## config.mk

```make
export PLATFORM = sky130hd
export DESIGN_NAME = bac_top
export DESIGN_NICKNAME = d
export VERILOG_FILES = /design/src/rtl/bac_pkg.sv /design/src/rtl/bac_ctrl.sv /design/src/rtl/bac_next.sv /design/src/rtl/bac_reg.sv /design/src/rtl/bac_top.sv
export SDC_FILE = /design/constraint.sdc
export NUM_CORES = 1
export LEC_CHECK = 0
export BUFFER_PORTS_ARGS = -buffer_cell sky130_fd_sc_hd__buf_2
export CORE_MARGIN = 3
export CORE_UTILIZATION = 54
export DETAILED_ROUTE_END_ITERATION = 8
export PLACE_DENSITY = 0.91
export RECOVER_POWER = 25
export SKIP_CTS_REPAIR_TIMING = 1
export SYNTH_ARGS = -nofsm -noshare
export SYNTH_HDL_FRONTEND = slang
export SYNTH_HIERARCHICAL = 1
export SYNTH_SLANG_ARGS = --single-unit
export TNS_END_PERCENT = 5
```

## constraint.sdc

```tcl
create_clock -name clk -period 4.23 [get_ports clk]
set_input_delay 0.423 -clock clk [delete_from_list [all_inputs] [get_ports clk]]
set_output_delay 0.423 -clock clk [all_outputs]
set_load 0.1 [all_outputs]
```

## src/rtl/bac_pkg.sv

```systemverilog
package bac_pkg;
  typedef enum logic [1:0] {
    OP_HOLD = 2'd0,
    OP_STEP = 2'd1,
    OP_LOAD = 2'd2,
    OP_ZERO = 2'd3
  } bac_op_e;
endpackage

```

## src/rtl/bac_ctrl.sv

```systemverilog
module bac_ctrl
  import bac_pkg::*;
(
  input  logic    strobe_n,
  input  logic    count_n,
  input  logic    clear_n,
  output bac_op_e op
);
  // Fixed priority: clear over load over step
  always_comb begin
    if (!clear_n)       op = OP_ZERO;
    else if (!strobe_n) op = OP_LOAD;
    else if (!count_n)  op = OP_STEP;
    else                op = OP_HOLD;
  end
endmodule

```

## src/rtl/bac_next.sv

```systemverilog
module bac_next
  import bac_pkg::*;
#(
  parameter int AW = 16
) (
  input  bac_op_e        op,
  input  logic [AW-1:0]  cur,
  input  logic [AW-1:0]  ext_addr,
  output logic [AW-1:0]  nxt
);
  localparam logic [AW-1:0] ONE = AW'(1);

  // Modulo-2^AW increment gives wrap across the full array
  always_comb begin
    case (op)
      OP_ZERO: nxt = '0;
      OP_LOAD: nxt = ext_addr;
      OP_STEP: nxt = cur + ONE;
      default: nxt = cur;
    endcase
  end
endmodule

```

## src/rtl/bac_reg.sv

```systemverilog
module bac_reg #(
  parameter int AW = 16
) (
  input  logic          clk,
  input  logic          rst,
  input  logic [AW-1:0] d,
  output logic [AW-1:0] q
);
  always_ff @(posedge clk) begin
    if (rst) q <= '0;
    else     q <= d;
  end

  logic past_rst_q = 1'b0;
  always_ff @(posedge clk) past_rst_q <= rst;

  // register is zero one edge after reset
  always_ff @(posedge clk) begin
    if (past_rst_q) begin
      a_r1_reset_zero: assert (q == '0) else $error("R1 reset value");
    end
  end
endmodule

```

## src/rtl/bac_top.sv

```systemverilog
module bac_top
  import bac_pkg::*;
#(
  parameter int AW = 16
) (
  input  logic          clk,
  input  logic          rst,
  input  logic [AW-1:0] ext_addr,
  input  logic          strobe_n,
  input  logic          count_n,
  input  logic          clear_n,
  output logic [AW-1:0] addr
);
  localparam logic [AW-1:0] TOP_ADDR = {AW{1'b1}};

  bac_op_e       op;
  logic [AW-1:0] nxt;

  bac_ctrl ctrl_i (
    .strobe_n (strobe_n),
    .count_n  (count_n),
    .clear_n  (clear_n),
    .op       (op)
  );

  bac_next #(.AW(AW)) next_i (
    .op       (op),
    .cur      (addr),
    .ext_addr (ext_addr),
    .nxt      (nxt)
  );

  bac_reg #(.AW(AW)) reg_i (
    .clk (clk),
    .rst (rst),
    .d   (nxt),
    .q   (addr)
  );

  a_r2_clear_wins: assert property (@(posedge clk) disable iff (rst)
    !clear_n |=> addr == '0);

  a_r3_load_ext: assert property (@(posedge clk) disable iff (rst)
    (clear_n && !strobe_n) |=> addr == $past(ext_addr));

  a_r4_step_one: assert property (@(posedge clk) disable iff (rst)
    (clear_n && strobe_n && !count_n && addr != TOP_ADDR) |=>
      addr == $past(addr) + AW'(1));

  a_r5_wrap_zero: assert property (@(posedge clk) disable iff (rst)
    (clear_n && strobe_n && !count_n && addr == TOP_ADDR) |=> addr == '0);

  a_r6_hold_idle: assert property (@(posedge clk) disable iff (rst)
    (clear_n && strobe_n && count_n) |=> $stable(addr));
endmodule

```

# After elaboration in Yosys (flattened, before gate mapping)
# Cells that the tools add are included.
[word_totals] regBits=16 elab_cells=10 inputBits=21 out_inout_bits=16
[classes] reduce_logical=1 n_eq_ne=3 add_sub_neg=1 mux=4
[op_table] cell="case mux 16 bit (3 select lines)" n=1
[op_table] cell="adder 16 x 1 -> 16 bit, second input constant" n=1
[op_table] cell="== test 2 bit, second input constant" n=2
[op_table] cell="2-to-1 mux 2 bit" n=2
[op_table] cell="nonzero test 3 bit" n=1
[op_table] cell="== test 2 x 1 -> 1 bit, second input constant" n=1
[op_table] cell="2-to-1 mux 1 bit" n=1

# Longest topological paths before layout
[logic_depth] ltp_word=5 ltp_mapped=7 depth_no_buf=6

# Modules after synthesis
# The synthesis kept the hierarchy.
[by_module_without_submodules] module="bac_next" seq_area_each_um2=0.0 n_inst=1 cells_each=100 area_per_inst_um2=730.7
[by_module_without_submodules] module="bac_reg" seq_area_each_um2=320.3 n_inst=1 cells_each=33 area_per_inst_um2=464.2
[by_module_without_submodules] module="bac_ctrl" seq_area_each_um2=0.0 n_inst=1 cells_each=3 area_per_inst_um2=16.3

# Worst setup path before layout
# Ideal clock, no wire load.
[synth_timing] path_kind="register to register" from="register reg_i.q[0]" to="register reg_i.q[8]" path_stages_with_launch=6 arrival_ns=2.265 path_slack_ns=1.903 path_buffers=0 required_time_ns=4.168 setup_time_ns=0.062 synth_period_minus_slack_ns=2.327 cell_sequence="dfxtp_1 ha_1 nand3_1 or4_1 o211ai_1 nor2b_2"
[synth_between] elab_chain_cells=2
[synth_rtl] element="start, declared" line="bac_reg.sv:7" rtl="output logic [AW-1:0] q"
[synth_rtl] element="start signal, assigned" line="bac_reg.sv:10" rtl="if (rst) q <= '0;"
[synth_rtl] element="start signal, assigned" line="bac_reg.sv:11" rtl="else q <= d;"
[synth_rtl] element="adder 16 x 1 -> 16 bit" line="bac_next.sv:18" rtl="OP_STEP: nxt = cur + ONE;"
[synth_rtl] element="case mux 16 bit (3 select lines)" line="bac_next.sv:15" rtl="case (op)"
[synth_rtl] element="named net nxt[8]" line="bac_top.sv:17" rtl="logic [AW-1:0] nxt;"
# The timed path passes the listed nets, and every way through them passes these cells.
# A chain may end at the register's enable or synchronous reset.

# Worst setup path after layout
[layout_timing] from="input strobe_n" to="register reg_i.q[15]"
[layout_between] elab_chain_cells=4 elab_cells_between_ends=7 classes_between="eq/ne (3); mux (3); reduce/logical (1)"
[layout_rtl] element="start, declared" line="bac_top.sv:9" rtl="input logic strobe_n,"
[layout_rtl] element="2-to-1 mux 2 bit (*)" line="bac_ctrl.sv:12" rtl="else if (!strobe_n) op = OP_LOAD;"
[layout_rtl] element="2-to-1 mux 2 bit (*)" line="bac_ctrl.sv:11" rtl="if (!clear_n) op = OP_ZERO;"
[layout_rtl] element="named net op[0]" line="bac_top.sv:16" rtl="bac_op_e op;"
[layout_rtl] element="== test 2 x 1 -> 1 bit / == test 2 bit (equally long branches)" line="bac_next.sv:15"
[layout_rtl] element="case mux 16 bit (3 select lines) (*)" line="bac_next.sv:15"
[layout_rtl] element="named net nxt[15]" line="bac_top.sv:17"
# Mark *: on every way through the listed nets, which the timed path passes. The rest lies on a longest branch.

==> results by stage <==
Status:
- The run finished with clean final reports.

Floorplan:
- The core region is about 2000 µm².
- Measured along the x axis, the die boundary spans between 50 and 60 µm.
- The row count is 16.
- The initial utilization of the core area, before any placement, comes to between 50% and 60%.
- In this run the vertical extent of the chip is roughly 53 µm.
- 37 I/O pins were placed.
- The die covers about 2800 µm².

Routing:
- In the routed layout, each cell is associated on average with a via count of a little over 6.
- After the first detailed-routing iteration, the DRC count stood at 60.
- Summing over every cut layer, the via total after detailed routing is 1171.
- The routed design has 2.91 mm of wire.
- The first detailed-routing pass took 4 iterations.
- The average wire length per cell after detail routing is 15.0 µm.
- The number of nets with antenna violations after detailed routing is 0.
- In the routed design, unresolved DRC markers number 0.

Timing:
- The tightest slew margin relative to the limit is around 23%.
- The final worst clock skew is between 4 and 5 ps.
- Across all setup checks in the final design, the least slack found is roughly 2000 ps.
- For the finished layout, the period the worst path requires is approximately 2200 ps.
- The final total negative setup slack is 0 ps.
- The period utilization is between 50% and 60%.
- At the pin with the least slew margin, the transition time is about 1200 ps.
- Based on the critical path, the design can be clocked at up to ~0.45 GHz.
- Setup violations remaining at the end of the flow were counted as 0.
- The number of pins with negative max-slew slack in the final report came to 0.
- Setup repair after global routing left no endpoint under its margin.
- The count of final hold-check violations is 0.
- The worst slack on hold paths is approximately 470 ps.

Setup path:
- Together, buffers and inverters on the worst path number 2.
- For the worst setup path, the data required time is 4430 ps.
- The critical path is of the input pin to flip-flop type.
- The minimum setup slack among reg-to-reg paths is 2530 ps.
- The critical path's slowest cell is sky130_fd_sc_hd__o21ai_2.
- The largest fanout on the critical path is 23.
- The count of cells along the worst register-to-register path is 5.
- The worst setup path is launched from an input pin.
- Traced cell by cell, the critical path runs through buf_2 > inv_1 > o21ai_2 > nor2b_1 > a22oi_1 > mux2i_1 > and2b_2.
- The worst flop-to-flop path endpoint is reg_i/q[8].
- On the worst path, the slowest cell contributes a delay of about 770 ps.
- The cell family contributing the most delay on the critical path is compound AO/OA/AOI/OAI gates.
- STA classifies the critical path endpoint as a flip-flop.
- The startpoint identified for the worst register-to-register timing path is reg_i/q[0].
- Data arrives at the worst endpoint at around 2400 ps.

GRT:
- The overflow left after global routing is 0.
- The aggregate global-route resource usage is between 20% and 30%.
- The wire length of the first global-routing pass is ~4.7 mm.
- Entering global routing, the biggest net connects 24 pins.
- The number of antenna violations at the first check in global routing is 0.
- The number of global-route vias before repair is approximately 1100.

Layout:
- After filler insertion, the fill cell instance count of the layout stands at roughly 180.
- The total area of multi-input combinational cells is about 810 µm².
- The area overhead of the layout relative to synthesis is 13.7%.
- The library cell used most frequently in the layout, excluding fill and tap cells, is sky130_fd_sc_hd__buf_2.
- The register with the most flip-flops in the layout has 16 of them.
- The top cell types in the final layout, fill and taps aside, are sky130_fd_sc_hd__buf_2, sky130_fd_sc_hd__mux2i_1, sky130_fd_sc_hd__dfxtp_1, sky130_fd_sc_hd__a22oi_1, sky130_fd_sc_hd__clkbuf_1.
- The final core utilization is 67.5%.
- At the end of the flow, the number of nets in the layout was approximately 190.
- The share of layout cells above drive strength 1 is 29.9%.
- The sequential cells in the finished layout cover a total of 320 µm².
- The antenna diode count is 0.
- The top register by number of flip-flops is reg_i/q.
- In the final layout, the registers with the most flip-flops are reg_i/q (16).

Power and ir drop:
- Of the total power, the share spent switching nets is around 39%.
- The cell area power density is 267 nW/µm².
- Summed over all cells, the static leakage comes to ~0.57 nW.
- The fraction of power consumed by combinational cells is a little under a third.
- The share of total power dissipated in sequential elements is about 46%.
- The total power is approximately 370 µW.
- The net switching power is ~140 µW.
- The maximum VDD drop is ~0.21 mV.
- The internal power of the cells is 225 µW.
- The share of total power dissipated in the clock network is between 20% and 30%.

Synth:
- The prevailing post-synth register cell is sky130_fd_sc_hd__dfxtp_1.
- Synthesis produced about 140 cells.
- The share of synthesized flip-flops with an asynchronous set or reset is 0%.
- The post-synthesis cell type with the largest combined area is sky130_fd_sc_hd__dfxtp_1.
- The share of the synthesized area in the top cell type is approximately a quarter.
- The synthesized design contains 16 register bits.
- After synthesis, the mean cell area works out to between 8 and 9 µm².
- Yosys printed 6 warnings.
- The combined area of all synthesized cells is 1210 µm².
- In the post-synthesis netlist, the biggest area contributors are sky130_fd_sc_hd__dfxtp_1, sky130_fd_sc_hd__mux2i_1, sky130_fd_sc_hd__a22oi_1.
- The number of flops mapped to enable cells by yosys is 0.
- Of the synthesized area, sequential elements account for a little over a quarter.
- The number of nets in the synthesized netlist is approximately 160.
- The post-synthesis cell type count is 34.

Clock network:
- The TritonCTS clock tree is done.
- The H-tree level count is 1.
- In this run, CTS created clock tree buffers numbering 3.
- The total number of clock tree sinks is 16.
- The CTS root buffer is sky130_fd_sc_hd__clkbuf_4.
- For the worst-skew pair, the clock arrives at the later sink with an insertion delay of approximately 290 ps.
- The clock edge transition at the registers on the reported setup and hold paths is 90 ps.
- The number of buffers on the longest clock path is 2.

Hold path:
- The class of the tightest hold or removal check is input pin to flip-flop.
- The worst hold path terminates at reg_i/q[1].
- The worst hold path cell count is 4.
- The worst min-delay path startpoint is ext_addr[1].

Job:
- The tool flagged a number of max-cap violations equal to 0.

Placement:
- The wire-length estimate of the detail-placed layout is roughly 2.1 mm.
- Input and output buffers added on the ports amount to 36.
- The congestion estimate from routability-driven global placement came to ~0.83.
- Timing analysis after detailed placement gives a worst setup slack of ~1700 ps.
synthesized netlist by cell type, types with 2 or more instances:
cell type and instances:
sky130_fd_sc_hd__a22oi_1 12, sky130_fd_sc_hd__and2b_2 7, sky130_fd_sc_hd__buf_2 3, sky130_fd_sc_hd__buf_6 3, sky130_fd_sc_hd__dfxtp_1 16, sky130_fd_sc_hd__inv_1 5
sky130_fd_sc_hd__mux2i_1 17, sky130_fd_sc_hd__nand2_1 6, sky130_fd_sc_hd__nand2b_1 2, sky130_fd_sc_hd__nand3_1 3, sky130_fd_sc_hd__nand4_1 6, sky130_fd_sc_hd__nor2b_1 7
sky130_fd_sc_hd__nor2b_2 7, sky130_fd_sc_hd__nor3_1 2, sky130_fd_sc_hd__nor4_1 4, sky130_fd_sc_hd__o211ai_1 7, sky130_fd_sc_hd__o21ai_0 3, sky130_fd_sc_hd__o22ai_1 3
sky130_fd_sc_hd__or4_1 3, sky130_fd_sc_hd__xor2_1 6
how the worst max path moves through the flow:
stage,start,endpoint,depth (start not counted)
after floorplan,reg_i/q[0],reg_i/q[8],5
after global placement,count_n,reg_i/q[13],6
after detailed placement,strobe_n,reg_i/q[15],7
after CTS,strobe_n,reg_i/q[15],7
after global routing,strobe_n,reg_i/q[15],7
final,strobe_n,reg_i/q[15],7
area by class of cell:
class / count / share of cell area [%]
timing repair buffer: 36 / 12.4
tap: 27 / 2.45
sequential: 16 / 23.3
clock buffer: 3 / 1.63
multi-input combinational: 107 / 58.9
inverter: 5 / 1.36
tightest hold or removal path: stages:
cell	delay, ps
sky130_fd_sc_hd__buf_2	80
sky130_fd_sc_hd__nand2_1	40
sky130_fd_sc_hd__o21ai_0	60
sky130_fd_sc_hd__and2b_2	130
cell families (layout without fill, tap and decap cells):
group           after synthesis  count (layout)  synth area share [%]
buf+inv                      13              44                  6.51
flops                        16              16                  26.4
fa+ha+maj                     1               1                  1.03
compound gates               29              29                  17.1
simple gates                 53              53                  29.8
mux                          17              17                  14.0
xor+xnor                      7               7                  5.06
metal layers:
layer	track usage, %	part of all wire [%]	vias to the layer above
met4	9.36	1.3	0
met5	0	0	-
met3	4.23	6.7	5
met2	37.8	50	43
met1	26.5	42	551
li1	-	-	572
metrics by stage:
step	cell area [µm²]	cells
after detailed placement	1370	191
final	1380	194
after floorplan	1210	136
after CTS	1390	194
after global routing	1380	194
after global placement	1370	191
power groups by stage:
stage / sequential, mW / combinational, mW / clock (mW)
CTS: 0.169 / 0.116 / 0.0839
finish: 0.169 / 0.116 / 0.0827
detailed placement: 0.172 / 0.116 / 0
global placement: 0.171 / 0.113 / 0
global route: 0.170 / 0.123 / 0.0894
floorplan: 0.216 / 0.0500 / 0
Power figures use the tool's default switching activity.
